### src/rtl/guard_reg_pkg.sv
// Package: shared constants and types for the lockable device-disable block.
// Assumes the mode field sits at bits [3:2] of an 8-bit configuration word.
package guard_reg_pkg;
    localparam int DATA_W   = 8;
    localparam int ADDR_W   = 8;
    localparam int MODE_LSB = 2;
    localparam int MODE_W   = 2;
    localparam logic [MODE_W-1:0] GUARD_CODE = 2'b01;

    typedef logic [DATA_W-1:0] reg_word_t;
    typedef logic [ADDR_W-1:0] reg_addr_t;
endpackage

### src/rtl/guard_pin_sync.sv
// Module: multi-stage synchronizer for the asynchronous guard pin.
// Assumes: STAGES >= 1; the reset value of every stage is 0 (pin treated low).
module guard_pin_sync #(
    parameter int STAGES = 2
) (
    input  logic clk,
    input  logic rst_n,
    input  logic pin_async,
    output logic pin_sync
);
    logic [STAGES-1:0] chain_q;

    // Shift the pin level through the flop chain.
    generate
        if (STAGES == 1) begin : g_single
            always_ff @(posedge clk) begin
                if (!rst_n) chain_q <= '0;
                else        chain_q <= pin_async;
            end
        end else begin : g_multi
            always_ff @(posedge clk) begin
                if (!rst_n) chain_q <= '0;
                else        chain_q <= {chain_q[STAGES-2:0], pin_async};
            end
        end
    endgenerate

    assign pin_sync = chain_q[STAGES-1];
endmodule

### src/rtl/guard_cfg_reg.sv
// Module: pin configuration register with a mode field that locks itself.
// Assumes: wr_en is already address-decoded. Once the mode field holds the
// guard code, only the reset can clear it; the other bits stay writable.
module guard_cfg_reg
    import guard_reg_pkg::*;
(
    input  logic      clk,
    input  logic      rst_n,
    input  logic      wr_en,
    input  reg_word_t wr_data,
    output reg_word_t cfg_q,
    output logic      mode_locked
);
    reg_word_t cfg_nxt;

    // Flag whether the mode field currently holds the guard code.
    always_comb begin
        mode_locked = (cfg_q[MODE_LSB+MODE_W-1:MODE_LSB] == GUARD_CODE);
    end

    // Merge the write data with the field held by the lock.
    always_comb begin
        cfg_nxt = wr_data;
        if (mode_locked) begin
            cfg_nxt[MODE_LSB+MODE_W-1:MODE_LSB] = GUARD_CODE;
        end
    end

    // Hold the configuration word.
    always_ff @(posedge clk) begin
        if (!rst_n)     cfg_q <= '0;
        else if (wr_en) cfg_q <= cfg_nxt;
    end
endmodule

### src/rtl/guard_dd_reg.sv
// Module: device-disable register whose writes can be suppressed.
// Assumes: wr_en is already address-decoded; wr_block is settled before the edge.
module guard_dd_reg
    import guard_reg_pkg::*;
(
    input  logic      clk,
    input  logic      rst_n,
    input  logic      wr_en,
    input  logic      wr_block,
    input  reg_word_t wr_data,
    output reg_word_t dd_q
);
    // Load the register on an accepted write only.
    always_ff @(posedge clk) begin
        if (!rst_n)                     dd_q <= '0;
        else if (wr_en && !wr_block)    dd_q <= wr_data;
    end
endmodule

### src/rtl/guard_reg_ctrl.sv
// Module: top of the lockable device-disable register control.
// Decodes the register port, merges the three synchronous resets and forms
// the write-block term from configuration bit 2 and the synchronized pin.
// Assumes: all resets are synchronous to clk; guard_pin may be asynchronous.
module guard_reg_ctrl
    import guard_reg_pkg::*;
#(
    parameter logic [7:0] DD_ADDR     = 8'h22,
    parameter logic [7:0] CFG_ADDR    = 8'h30,
    parameter int         SYNC_STAGES = 2
) (
    input  logic       clk,
    input  logic       por_n,
    input  logic       stby_por_n,
    input  logic       hard_rst_n,
    input  logic [7:0] addr,
    input  logic       wr_en,
    input  logic [7:0] wr_data,
    output logic [7:0] rd_data,
    input  logic       guard_pin
);
    logic      rst_all_n;
    logic      pin_s;
    logic      sel_dd;
    logic      sel_cfg;
    logic      dd_block;
    logic      mode_locked;
    reg_word_t cfg_q;
    reg_word_t dd_q;

    // Combine the three reset sources; any one clears the block.
    always_comb begin
        rst_all_n = por_n & stby_por_n & hard_rst_n;
    end

    // Decode the register address.
    always_comb begin
        sel_dd  = (addr == DD_ADDR);
        sel_cfg = (addr == CFG_ADDR);
    end

    // Block device-disable writes when bit 2 is set and the pin reads high.
    always_comb begin
        dd_block = cfg_q[MODE_LSB] & pin_s;
    end

    guard_pin_sync #(.STAGES(SYNC_STAGES)) sync_i (
        .clk       (clk),
        .rst_n     (rst_all_n),
        .pin_async (guard_pin),
        .pin_sync  (pin_s)
    );

    guard_cfg_reg cfg_i (
        .clk         (clk),
        .rst_n       (rst_all_n),
        .wr_en       (wr_en & sel_cfg),
        .wr_data     (wr_data),
        .cfg_q       (cfg_q),
        .mode_locked (mode_locked)
    );

    guard_dd_reg dd_i (
        .clk      (clk),
        .rst_n    (rst_all_n),
        .wr_en    (wr_en & sel_dd),
        .wr_block (dd_block),
        .wr_data  (wr_data),
        .dd_q     (dd_q)
    );

    // Return the addressed register, zero elsewhere.
    always_comb begin
        if (sel_dd)       rd_data = dd_q;
        else if (sel_cfg) rd_data = cfg_q;
        else              rd_data = '0;
    end
endmodule

### config.mk
export PLATFORM = sky130hd
export DESIGN_NAME = guard_reg_ctrl
export DESIGN_NICKNAME = d
export VERILOG_FILES = /design/src/rtl/guard_reg_pkg.sv /design/src/rtl/guard_pin_sync.sv /design/src/rtl/guard_cfg_reg.sv /design/src/rtl/guard_dd_reg.sv /design/src/rtl/guard_reg_ctrl.sv
export SDC_FILE = /design/constraint.sdc
export NUM_CORES = 1
export LEC_CHECK = 0
export BUFFER_PORTS_ARGS = -buffer_cell sky130_fd_sc_hd__buf_2
export CORE_ASPECT_RATIO = 1.25
export CORE_MARGIN = 8
export CORE_UTILIZATION = 47
export CTS_CLUSTER_DIAMETER = 200
export DETAILED_ROUTE_END_ITERATION = 16
export HOLD_SLACK_MARGIN = 0.02
export PLACE_DENSITY = 0.76
export SLEW_MARGIN = 20
export SYNTH_ARGS = -nofsm -noshare
export SYNTH_HDL_FRONTEND = slang
export SYNTH_SLANG_ARGS = --single-unit
export TNS_END_PERCENT = 30
### constraint.sdc
create_clock -name clk -period 1.1 [get_ports clk]
set_input_delay 0.11 -clock clk [delete_from_list [all_inputs] [get_ports clk]]
set_output_delay 0.11 -clock clk [all_outputs]
set_load 0.05 [all_outputs]
==> results.json <==
{
  "cts_buffer_depth": 2,
  "p_leak_nw": 0.5447,
  "crit_path_end_kind": "output port",
  "fmax_mhz": 760.9,
  "die_w_um": 54.28,
  "dp_hpwl_mm": 1.585,
  "drive_gt1_frac": 0.4427,
  "track_usage": 0.1382,
  "switching_power_uw": 278.5,
  "sw_frac_of_total": 0.2332,
  "initial_utilization": 0.4935,
  "final.setup.worst_slack_ns": -0.2143,
  "netlist-cell-type-count": 21,
  "syn_avg_cell_area_um2": 9.256,
  "num_antenna_cells": 0,
  "slew_headroom": 0.7688,
  "grt_pass1_wl_mm": 3.719,
  "total_power_mw": 1.195,
  "fin_skew_ns": 0.005084,
  "worst_slew_pin_slew_ns": 0.3442,
  "max-vdd-ir-drop_mv": 0.7410,
  "vias_per_cell": 5.533,
  "cts_tree": "yes",
  "ys_warn_count": 0,
  "ios": 30,
  "core_area_mm2": 0.001744,
  "die_y_um": 63.85,
  "io_buffers": 29,
  "cts_root_buf": "clkbuf_4",
  "place_congestion": 0.7101,
  "pre_cts_slack_ns": -0.3223,
  "grt_pass1_vias": 851,
  "stdcell_area_mm2": 0.001265,
  "antenna_found_initial": 0,
  "ys_ff_latch": 18,
  "required_ns": 0.99,
  "drt_iter0_drc": 12,
  "finalSetupViolations": 8,
  "cp_max_fo": 8,
  "dieArea_mm2": 0.003466,
  "critPathLaunchType": "input pin",
  "dpl_cell_area_mm2": 0.001127,
  "path_clk_slew_ns": 0.11,
  "grt.overflow.total": 0,
  "crit_type": "input pin to output port",
  "grt_max_degree": 26,
  "ctsHtreeMaxLevel": 1,
  "max_cap_viol_count": 0,
  "nets": 154,
  "fin_setup_tns_ns": -1.603,
  "drtAntennaViolNets": 0,
  "cts_buffers": 3,
  "period_needed_ns": 1.314,
  "grt_setup_unrepaired": "true",
  "num-fill-cells": 136,
  "via_count": 830,
  "clkPwrFrac": 0.353,
  "status": "finished, violations left",
  "fin_crit_sh": 1.195,
  "cts.sinks": 18,
  "std_cell_rows": 17,
  "yosysSeqAreaShare": 0.4186,
  "synth_fp_nets": 115,
  "clock_latency_ns": 0.30,
  "drc": 0,
  "min_path_type": "input pin to register",
  "cp.arrival_ns": 1.20,
  "p_int_uw": 916.0,
  "first_pass_iters": 4,
  "seq_power_share": 0.547,
  "avgRoutedWirePerCell_um": 15.71,
  "violations": "setup timing",
  "finalMaxSlewViolations": 0,
  "p_comb_frac": 0.101,
  "syn_inst": 93,
  "hold_viol_final": 0,
  "area_growth_pct": 46.95,
  "netlist_area_um2": 860.8,
  "power_density_mw_per_mm2": 944.4,
  "drt_wl_total_mm": 2.357
}
## cell families after synthesis
| group | Yosys count | share of synthesized area |
|---|---|---|
| flip-flops | 18 | 0.4186 |
| multiplexers | 14 | 0.1628 |
| buffers and inverters | 7 | 0.03924 |
| AND/OR/NAND/NOR | 43 | 0.2791 |
| AO/OA/AOI/OAI | 11 | 0.1003 |
## repair_timing
item | CTS | global route
gates resized for setup | 17 | 6
pin swaps | 3 | 0
endpoints found under the hold margin | 1 | 0
cloned | 0 | 1
hold buffers | 1 | 0
setup endpoints to repair | 8 | 11
buffers inserted | 0 | 1
## Yosys cell counts
cell,number,area [um2]
a41o_1,1,10.01
and4bb_1,1,12.51
buf_2,3,15.01
and2_1,2,12.51
a22oi_1,8,60.06
nand4_4,1,21.27
nand4_1,1,6.260
nand3_2,1,10.01
nor4bb_1,1,10.01
nor2_1,8,30.03
and4b_1,1,10.01
nand2_1,23,86.33
o21ai_1,1,5.000
and3_1,2,12.51
nor4_4,1,21.27
mux2i_1,14,140.1
or4_1,1,7.510
buf_4,1,7.510
dfxtp_1,18,360.4
clkbuf_1,3,11.26
o221a_1,1,11.26
## power by group through the flow
stage          combinational [mW]  sequential [mW]  clock [mW]
3_3_place_gp                0.101            0.668           0
5_1_grt                     0.129            0.653       0.456
3_5_place_dp                0.103            0.668           0
4_1_cts                     0.108            0.653       0.427
2_1_floorplan              0.0414            0.668           0
6_report                    0.120            0.653       0.421
## stage by stage
| stage | utilization | cells | hold WS [ns] |
|---|---|---|---|
| floorplan | - | 93 | 0.2317 |
| finish | 0.7253 | 150 | 0.05863 |
| global route | 0.7253 | 150 | 0.05706 |
| CTS | 0.7052 | 148 | 0.05592 |
| detailed placement | 0.6463 | 143 | 0.3137 |
| global placement | 0.6463 | 143 | 0.3095 |
## per-layer routing
layer / up-vias / GRT usage / part of all wire
met2: 17 / 0.2457 / 0.56
met4: 0 / 0.05556 / 0.011
met3: 4 / 0.04167 / 0.050
met1: 401 / 0.1409 / 0.38
met5: - / 0 / 0
li1: 408 / - / -
## path summary, 6_finish.rpt
check                    start                end  slack, ns  cells after the start
min                 wr_data[5]       dd_i.dd_q[5]       0.06                      3
min reg2reg  sync_i.chain_q[0]  sync_i.chain_q[1]       0.44                      1
max                    addr[6]         rd_data[2]      -0.21                      4
max reg2reg     cfg_i.cfg_q[2]       dd_i.dd_q[0]       0.11                      3
## layout by cell type, fill, tap and decap left out
| cell type | synthesis | routed |
|---|---|---|
| a22oi_1 | 8 | 8 |
| a41o_1 | 1 | 1 |
| and2_1 | 2 | 2 |
| and3_1 | 2 | 1 |
| and3_2 | 0 | 1 |
| and4b_1 | 1 | 1 |
| and4bb_1 | 1 | 1 |
| buf_2 | 3 | 20 |
| buf_4 | 1 | 10 |
| buf_6 | 0 | 10 |
| clkbuf_4 | 0 | 3 |
| clkbuf_8 | 0 | 1 |
| dfxtp_1 | 18 | 18 |
| dlygate4sd3_1 | 0 | 1 |
| mux2i_1 | 14 | 14 |
| nand2_1 | 23 | 23 |
| nand3_2 | 1 | 1 |
| nand4_1 | 1 | 1 |
| nand4_4 | 1 | 1 |
| nor2_4 | 0 | 8 |
| nor4_4 | 1 | 1 |
| nor4bb_4 | 0 | 1 |
| o21ai_1 | 1 | 1 |
| o221a_1 | 1 | 1 |
| or4_4 | 0 | 1 |
## state kept, by name, summed over array words and instances (netlist names)
name,flops
sync_i.chain_q,2
dd_i.dd_q,8
cfg_i.cfg_q,8
## critical path: stages
cell and delay (ns):
buf_2 0.11, or4_4 0.66, nor2_4 0.15, buf_6 0.16
## area by class of cell
| cell class | instances | area [um2] | share of cell area |
|---|---|---|---|
| multi-input combinational | 68 | 546.8 | 0.4322 |
| tap | 19 | 23.77 | 0.01879 |
| sequential | 18 | 360.3 | 0.2849 |
| timing repair buffer | 41 | 297.8 | 0.2354 |
| clock buffer | 4 | 36.28 | 0.02868 |
No activity file was read; power rests on OpenSTA's default activity.
